[src/rtl/tmr_pkg.sv]
package tmr_pkg;
   localparam int CTRL_IE_BIT = 8;
   localparam int CTRL_EN_BIT = 5;
   localparam int CTRL_OS_BIT = 4;
   localparam int PSC_FIELD_W = 4;

   typedef enum logic [1:0] {
      RG_CTRL  = 2'd0,
      RG_STAT  = 2'd1,
      RG_LOAD  = 2'd2,
      RG_COUNT = 2'd3
   } reg_sel_e;

   typedef struct packed {
      logic                   irq_en;
      logic                   run;
      logic                   single;
      logic [PSC_FIELD_W-1:0] psc;
   } ctrl_t;
endpackage

[src/rtl/tmr_prescaler.sv]
module tmr_prescaler #(
   parameter int PSC_MAX = 8
) (
   input  logic       clk,
   input  logic       rst_n,
   input  logic       run,
   input  logic [3:0] code,
   output logic       tick
);
   localparam int DIV_W = PSC_MAX;

   logic [DIV_W-1:0] div_q;
   logic [DIV_W-1:0] mask;
   logic [DIV_W:0]   full;
   logic [3:0]       eff;

   always_comb begin
      eff  = (int'(code) > PSC_MAX) ? 4'(PSC_MAX) : code;
      full = (DIV_W+1)'(1) << eff;
      mask = full[DIV_W-1:0] - DIV_W'(1);
      tick = run && ((div_q & mask) == mask);
   end

   always_ff @(posedge clk) begin
      if (!rst_n)    div_q <= '0;
      else if (!run) div_q <= '0;
      else           div_q <= div_q + DIV_W'(1);
   end

   // a divided tick is never followed directly by another
   p_tick_gap_r4: assert property (@(posedge clk) disable iff (!rst_n)
      (tick && mask != '0) |=> (!tick || mask == '0));
endmodule

[src/rtl/tmr_channel.sv]
module tmr_channel
   import tmr_pkg::*;
#(
   parameter int CNT_W   = 16,
   parameter int DW      = 16,
   parameter int PSC_MAX = 8
) (
   input  logic          clk,
   input  logic          rst_n,
   input  logic          wr_ctrl,
   input  logic          wr_stat,
   input  logic          wr_load,
   input  logic [DW-1:0] wdata,
   input  reg_sel_e      rsel,
   output logic [DW-1:0] rdata,
   output logic          irq
);
   ctrl_t            ctrl_q;
   logic [CNT_W-1:0] count_q;
   logic [CNT_W-1:0] load_q;
   logic             flag_q;
   logic             tick;
   logic             at_load;
   logic             expire;
   logic             en_rise;

   tmr_prescaler #(.PSC_MAX(PSC_MAX)) u_psc (
      .clk  (clk),
      .rst_n(rst_n),
      .run  (ctrl_q.run),
      .code (ctrl_q.psc),
      .tick (tick)
   );

   always_comb begin
      at_load = (count_q == load_q);
      expire  = tick && at_load;
      en_rise = wr_ctrl && wdata[CTRL_EN_BIT] && !ctrl_q.run;
      irq     = flag_q && ctrl_q.irq_en;
   end

   always_ff @(posedge clk) begin
      if (!rst_n) begin
         ctrl_q  <= '0;
         count_q <= '0;
         load_q  <= '0;
         flag_q  <= 1'b0;
      end else begin
         if (wr_ctrl) begin
            ctrl_q.irq_en <= wdata[CTRL_IE_BIT];
            ctrl_q.run    <= wdata[CTRL_EN_BIT];
            ctrl_q.single <= wdata[CTRL_OS_BIT];
            ctrl_q.psc    <= wdata[PSC_FIELD_W-1:0];
         end else if (expire && ctrl_q.single) begin
            ctrl_q.run <= 1'b0;
         end

         if (en_rise)   count_q <= '0;
         else if (tick) count_q <= at_load ? '0 : count_q + CNT_W'(1);

         if (expire)                     flag_q <= 1'b1;
         else if (wr_stat && wdata[0])   flag_q <= 1'b0;

         if (wr_load) load_q <= wdata[CNT_W-1:0];
      end
   end

   always_comb begin
      rdata = '0;
      case (rsel)
         RG_CTRL: begin
            rdata[CTRL_IE_BIT]       = ctrl_q.irq_en;
            rdata[CTRL_EN_BIT]       = ctrl_q.run;
            rdata[CTRL_OS_BIT]       = ctrl_q.single;
            rdata[PSC_FIELD_W-1:0]   = ctrl_q.psc;
         end
         RG_STAT:  rdata[0] = flag_q;
         RG_LOAD:  rdata    = DW'(load_q);
         RG_COUNT: rdata    = DW'(count_q);
         default:  rdata    = '0;
      endcase
   end

   // the flag only rises from a tick taken at the limit
   p_flag_cause_r6: assert property (@(posedge clk) disable iff (!rst_n)
      $rose(flag_q) |-> $past(tick && count_q == load_q));
   // a tick below the limit advances the count by exactly one
   p_count_step_r4: assert property (@(posedge clk) disable iff (!rst_n)
      (tick && !at_load && !en_rise) |=> count_q == $past(count_q) + CNT_W'(1));
   // single-shot expiry stops the channel
   p_single_stop_r7: assert property (@(posedge clk) disable iff (!rst_n)
      (expire && ctrl_q.single && !wr_ctrl) |=> (!ctrl_q.run && count_q == '0));
   // a stopped channel holds its count
   p_hold_r11: assert property (@(posedge clk) disable iff (!rst_n)
      (!ctrl_q.run && !wr_ctrl) |=> $stable(count_q));
   // a clearing write without a competing expiry drops the flag
   p_clear_r8: assert property (@(posedge clk) disable iff (!rst_n)
      (wr_stat && wdata[0] && !expire) |=> !flag_q);
endmodule

[src/rtl/tmr_decode.sv]
module tmr_decode
   import tmr_pkg::*;
#(
   parameter int NCH    = 2,
   parameter int AW     = 10,
   parameter int STRIDE = 128
) (
   input  logic [AW-1:0]                       addr,
   output logic                                hit,
   output logic [((NCH > 1) ? $clog2(NCH) : 1)-1:0] ch,
   output reg_sel_e                            rsel
);
   localparam int CH_W   = (NCH > 1) ? $clog2(NCH) : 1;
   localparam int SH     = $clog2(STRIDE);
   localparam int BANK_W = AW - SH;

   logic [BANK_W-1:0] bank;
   logic [SH-1:0]     off;

   always_comb begin
      bank = addr[AW-1:SH];
      off  = addr[SH-1:0];
      hit  = (bank != '0) && (int'(bank) <= NCH) &&
             (off[1:0] == 2'b00) && (off[SH-1:4] == '0);
      ch   = CH_W'(bank - BANK_W'(1));
      rsel = reg_sel_e'(off[3:2]);
   end
endmodule

[src/rtl/tmr_block.sv]
module tmr_block
   import tmr_pkg::*;
#(
   parameter int NCH     = 2,
   parameter int CNT_W   = 16,
   parameter int DW      = 16,
   parameter int AW      = 10,
   parameter int STRIDE  = 128,
   parameter int PSC_MAX = 8
) (
   input  logic           clk,
   input  logic           rst_n,
   input  logic           bus_sel,
   input  logic           bus_wr,
   input  logic [AW-1:0]  bus_addr,
   input  logic [DW-1:0]  bus_wdata,
   output logic [DW-1:0]  bus_rdata,
   output logic [NCH-1:0] irq
);
   localparam int CH_W = (NCH > 1) ? $clog2(NCH) : 1;

   generate
      if (CNT_W > DW || CNT_W < 2) begin : g_bad_cnt
         $error("tmr_block: counter width must be 2..DW");
      end
      if (PSC_MAX < 1 || PSC_MAX > 15) begin : g_bad_psc
         $error("tmr_block: PSC_MAX must be 1..15");
      end
      if (STRIDE < 32 || (1 << $clog2(STRIDE)) != STRIDE) begin : g_bad_stride
         $error("tmr_block: STRIDE must be a power of two of at least 32");
      end
      if ((NCH + 1) * STRIDE > (1 << AW)) begin : g_bad_aw
         $error("tmr_block: address width too small for the channel banks");
      end
      if (DW <= CTRL_IE_BIT) begin : g_bad_dw
         $error("tmr_block: data width too small for the control fields");
      end
   endgenerate

   logic            hit;
   logic [CH_W-1:0] ch;
   reg_sel_e        rsel;
   logic [DW-1:0]   ch_rd [NCH];
   logic            wr_any;

   tmr_decode #(.NCH(NCH), .AW(AW), .STRIDE(STRIDE)) u_dec (
      .addr(bus_addr),
      .hit (hit),
      .ch  (ch),
      .rsel(rsel)
   );

   assign wr_any = bus_sel && bus_wr && hit;

   generate
      for (genvar i = 0; i < NCH; i++) begin : g_ch
         logic mine;
         assign mine = wr_any && (ch == CH_W'(i));
         tmr_channel #(.CNT_W(CNT_W), .DW(DW), .PSC_MAX(PSC_MAX)) u_ch (
            .clk    (clk),
            .rst_n  (rst_n),
            .wr_ctrl(mine && rsel == RG_CTRL),
            .wr_stat(mine && rsel == RG_STAT),
            .wr_load(mine && rsel == RG_LOAD),
            .wdata  (bus_wdata),
            .rsel   (rsel),
            .rdata  (ch_rd[i]),
            .irq    (irq[i])
         );
      end
   endgenerate

   assign bus_rdata = (bus_sel && hit) ? ch_rd[ch] : '0;
endmodule

[config.mk]
export PLATFORM = sky130hd
export DESIGN_NAME = tmr_block
export DESIGN_NICKNAME = d
export VERILOG_FILES = /design/src/rtl/tmr_pkg.sv /design/src/rtl/tmr_prescaler.sv /design/src/rtl/tmr_channel.sv /design/src/rtl/tmr_decode.sv /design/src/rtl/tmr_block.sv
export SDC_FILE = /design/constraint.sdc
export NUM_CORES = 1
export LEC_CHECK = 0
export ABC_AREA = 1
export BUFFER_PORTS_ARGS = -buffer_cell sky130_fd_sc_hd__buf_4
export CORE_MARGIN = 5
export CORE_UTILIZATION = 40
export DETAILED_ROUTE_END_ITERATION = 10
export PLACE_DENSITY = 0.62
export SLEW_MARGIN = 5
export SYNTH_ARGS = -nofsm -noshare
export SYNTH_HDL_FRONTEND = slang
export SYNTH_SLANG_ARGS = --single-unit
[constraint.sdc]
create_clock -name clk -period 3.45 [get_ports clk]
set_input_delay 0.1725 -clock clk [delete_from_list [all_inputs] [get_ports clk]]
set_output_delay 0.1725 -clock clk [all_outputs]
set_load 0.01 [all_outputs]
==> results.yml <==
run_status:
  outcome: "finished, final reports clean"
synth:
  syn-mean-instance-area_sq_um: 6.70
  syn_inst: 860
  synth-main-ff-cell: "dfxtp_1"
  seq_area_frac_synth_pct: 33.3
  ys_types: 37
  syn_nets: 896
  synth.largest_area_cell: "dfxtp_1"
  yosys_warnings: 0
  synth.most_common_cell: "nand2_1"
  synth_top_area_share_pct: 33.3
  yosys_register_bits: 96
  synth_area_leaders: "dfxtp_1 (33%), nand2_1 (11%), nor2_1 (10%), a21oi_1 (5.0%), xor2_1 (4.7%)"
  synth_common_cells: "nand2_1 (166), nor2_1 (154), dfxtp_1 (96), inv_1 (70), a21oi_1 (58)"
  synth_edf_count: 0
  synthArstFlopShare_pct: 0
  synthesis.area_sq_um: 5760
setup_path:
  worstPathMaxFanout: 27
  crit_type: "flop to flop"
  reg2reg_from: "g_ch[1].u_ch.ctrl_q[2]$_SDFFE_PN0P_"
  slowest_delay_ns: 0.50
  cp.required_ns: 3.68
  r2r_cells: 11
  arrival_ns: 2.57
  rr_endpoint: "g_ch[1].u_ch.count_q[1]$_SDFFE_PP0P_"
  ff2ff_setup_slack_ns: 1.11
  crit_path_top_delay_cell: "nor2_4"
  cp_top_family: "simple AND/OR/NAND/NOR gates"
  cp_cell_sequence: "nor2_2, nand3_1, ha_1, or2_2, nand3_1, nor2_2, nand3_2, nor2_4, inv_2, nand2_1, a21oi_1"
  crit_buf_inv: 1
  worstSetupStartpointType: "flop"
  worstSetupEndpointType: "flop"
placement:
  dpl.cell_count: 1048
  dpl.hpwl_mm: 11.7
  io_buffers: 47
  place.gp.congestion: 0.903
  place_ws_ns: 1.13
timing:
  clock_skew_ns: 0.0112
  layout_min_cycle_time_ns: 2.34
  worst_pin_slew_ns: 0.741
  fin_crit_sh_pct: 67.9
  fin_tns_setup_ns: 0
  max_freq_mhz: 427
  setup_viol: 0
  rsz0062_at_grt: "false"
  relSlewSlack_pct: 50.5
  drv_slew: 0
  setup_slack_ns: 1.11
  hold_violations: 0
global_routing:
  grt.total_usage_pct: 19.5
  grt_max_degree: 52
  grt.overflow.total: 0
  use_met1_pct: 27.4
  antenna_found_initial: 0
  grt_use_met2_pct: 30.2
  use_met3_pct: 5.12
  grt_pass1_wl_mm: 26.2
  grt_most_used_layer: "met2"
  grt_pass1_vias: 5117
power_and_ir_drop:
  p_leak_nw: 2.49
  power.density_nw_per_um2: 375
  finalPower_mw: 2.43
  vdd_drop_max_mv: 0.274
clocking:
  ctsResizeCount: 0
  cts-root-buf: "clkbuf_16"
  numCtsBuffers: 9
  clock-sinks: 96
  cts_buffer_depth: 2
  cts_setup_buffers: 0
  cts.clk_slew.worst_paths_ns: 0.07
  holdBufCountCts: 0
  worst_skew_pair.late_latency_ns: 0.35
  cts_tree: "built"
  ctsHtreeMaxLevel: 3
route:
  wire_per_inst_um: 15.1
  avgViaCountPerCell: 5.24
  detail-route-antenna-nets: 0
  first_pass_iters: 5
  drc: 0
  drt_iter0_drc: 442
  finalWirelength_mm: 16.1
  vias: 5572
die:
  initial_core_util_pct: 41.2
  dieWidth_um: 130
  die_h_um: 130
  num_io_pins: 48
  die_area_sq_um: 16900
  placementRows: 43
  core_sq_um: 14000
layout:
  area_growth_pct: 12.5
  layout-drive-gt1-share_pct: 10.6
  num_antenna_cells: 0
  fin_cells: 1064
  fin_nets: 915
worst_hold_path:
  hold_start: "bus_wdata[14]"
  hold_path_depth: 3
  hold_end: "g_ch[1].u_ch.load_q[14]$_SDFFE_PN0P_"
  hold_path_class: "primary input to flop"
run:
  maxCapViolations: 0
[power by group]
part	switching [mW]	leakage (nW)	internal, mW
sequential	0.000215	0.773	1.11
combinational	0.0739	1.54	0.0376
clock	0.441	0.179	0.770
total	0.515	2.49	1.91
[sequential cells by signal, summed over array words and instances, names as in the netlist]
| register | flops |
|---|---|
| g_ch.u_ch.u_psc.div_q | 16 |
| g_ch.u_ch.load_q | 32 |
| g_ch.u_ch.ctrl_q | 14 |
| g_ch.u_ch.flag_q | 2 |
| g_ch.u_ch.count_q | 32 |
[how the worst max path moves through the flow]
| stage | start | to | slack (ns) | depth (start not counted) |
|---|---|---|---|---|
| floorplan | g_ch[1].u_ch.ctrl_q[2]$_SDFFE_PN0P_ | g_ch[1].u_ch.count_q[12]$_SDFFE_PP0P_ | 1.60 | 12 |
| global placement | g_ch[1].u_ch.ctrl_q[2]$_SDFFE_PN0P_ | g_ch[1].u_ch.count_q[15]$_SDFFE_PP0P_ | 1.18 | 11 |
| detailed placement | g_ch[1].u_ch.ctrl_q[2]$_SDFFE_PN0P_ | g_ch[1].u_ch.count_q[0]$_SDFFE_PP0P_ | 1.13 | 11 |
| CTS | g_ch[1].u_ch.ctrl_q[2]$_SDFFE_PN0P_ | g_ch[1].u_ch.count_q[0]$_SDFFE_PP0P_ | 1.13 | 11 |
| global route | g_ch[1].u_ch.ctrl_q[2]$_SDFFE_PN0P_ | g_ch[1].u_ch.count_q[0]$_SDFFE_PP0P_ | 0.81 | 11 |
| finish | g_ch[1].u_ch.ctrl_q[2]$_SDFFE_PN0P_ | g_ch[1].u_ch.count_q[1]$_SDFFE_PP0P_ | 1.11 | 11 |
[layout make-up]
cell class	count	area, sq um
fillers	1480	7500
clock buffers	12	267
flip-flops and latches	96	1920
inverters	78	293
clock inverters	4	98.8
multi-input cells	643	3300
well taps	180	225
repair buffers	51	383
[through the flow]
stage | hold WS (ns) | cell area (sq um) | util (%)
after floorplan | 0.307 | 5760 | -
after global placement | 0.412 | 6120 | 43.7
after detailed placement | 0.420 | 6120 | 43.7
after CTS | 0.0460 | 6480 | 46.4
after global routing | 0.0573 | 6480 | 46.4
final | 0.0604 | 6480 | 46.4
[layout by cell type, fill, tap and decap left out, types with 12 or more instances in the layout]
master and instances:
a21oi_1 58, buf_4 51, dfxtp_1 96, inv_1 70, nand2_1 166, nand3_1 50
nand3b_1 12, nand4_1 13, nor2_1 153, o21ai_0 53, o21ai_1 14, xnor2_1 20
xor2_1 31
[logic make-up (layout without fill, tap and decap cells)]
| kind of cell | Yosys count | in the layout | share of synthesized area, % |
|---|---|---|---|
| fa+ha+maj | 6 | 6 | 1.30 |
| flops | 96 | 96 | 33.3 |
| simple gates | 425 | 425 | 32.1 |
| compound gates | 161 | 161 | 16.0 |
| xor+xnor | 51 | 51 | 7.75 |
| buf+inv | 121 | 145 | 9.49 |
[worst reg2reg max path, delay by kind of cell, from the launching register on]
kind	cells	cell delay [ns]
DFF	1	0.37
and+or+nand+nor	8	1.31
AOI/OAI and AO/OA	1	0.07
buffers and inverters	1	0.21
adders and majority gates	1	0.28
[layer usage]
layer	vias up	part of all wire [%]
met1	2547	47
met5	-	0
met3	12	6.6
met4	0	0.88
li1	2869	-
met2	144	45
Note: power is estimated with default switching activity, not from simulation.
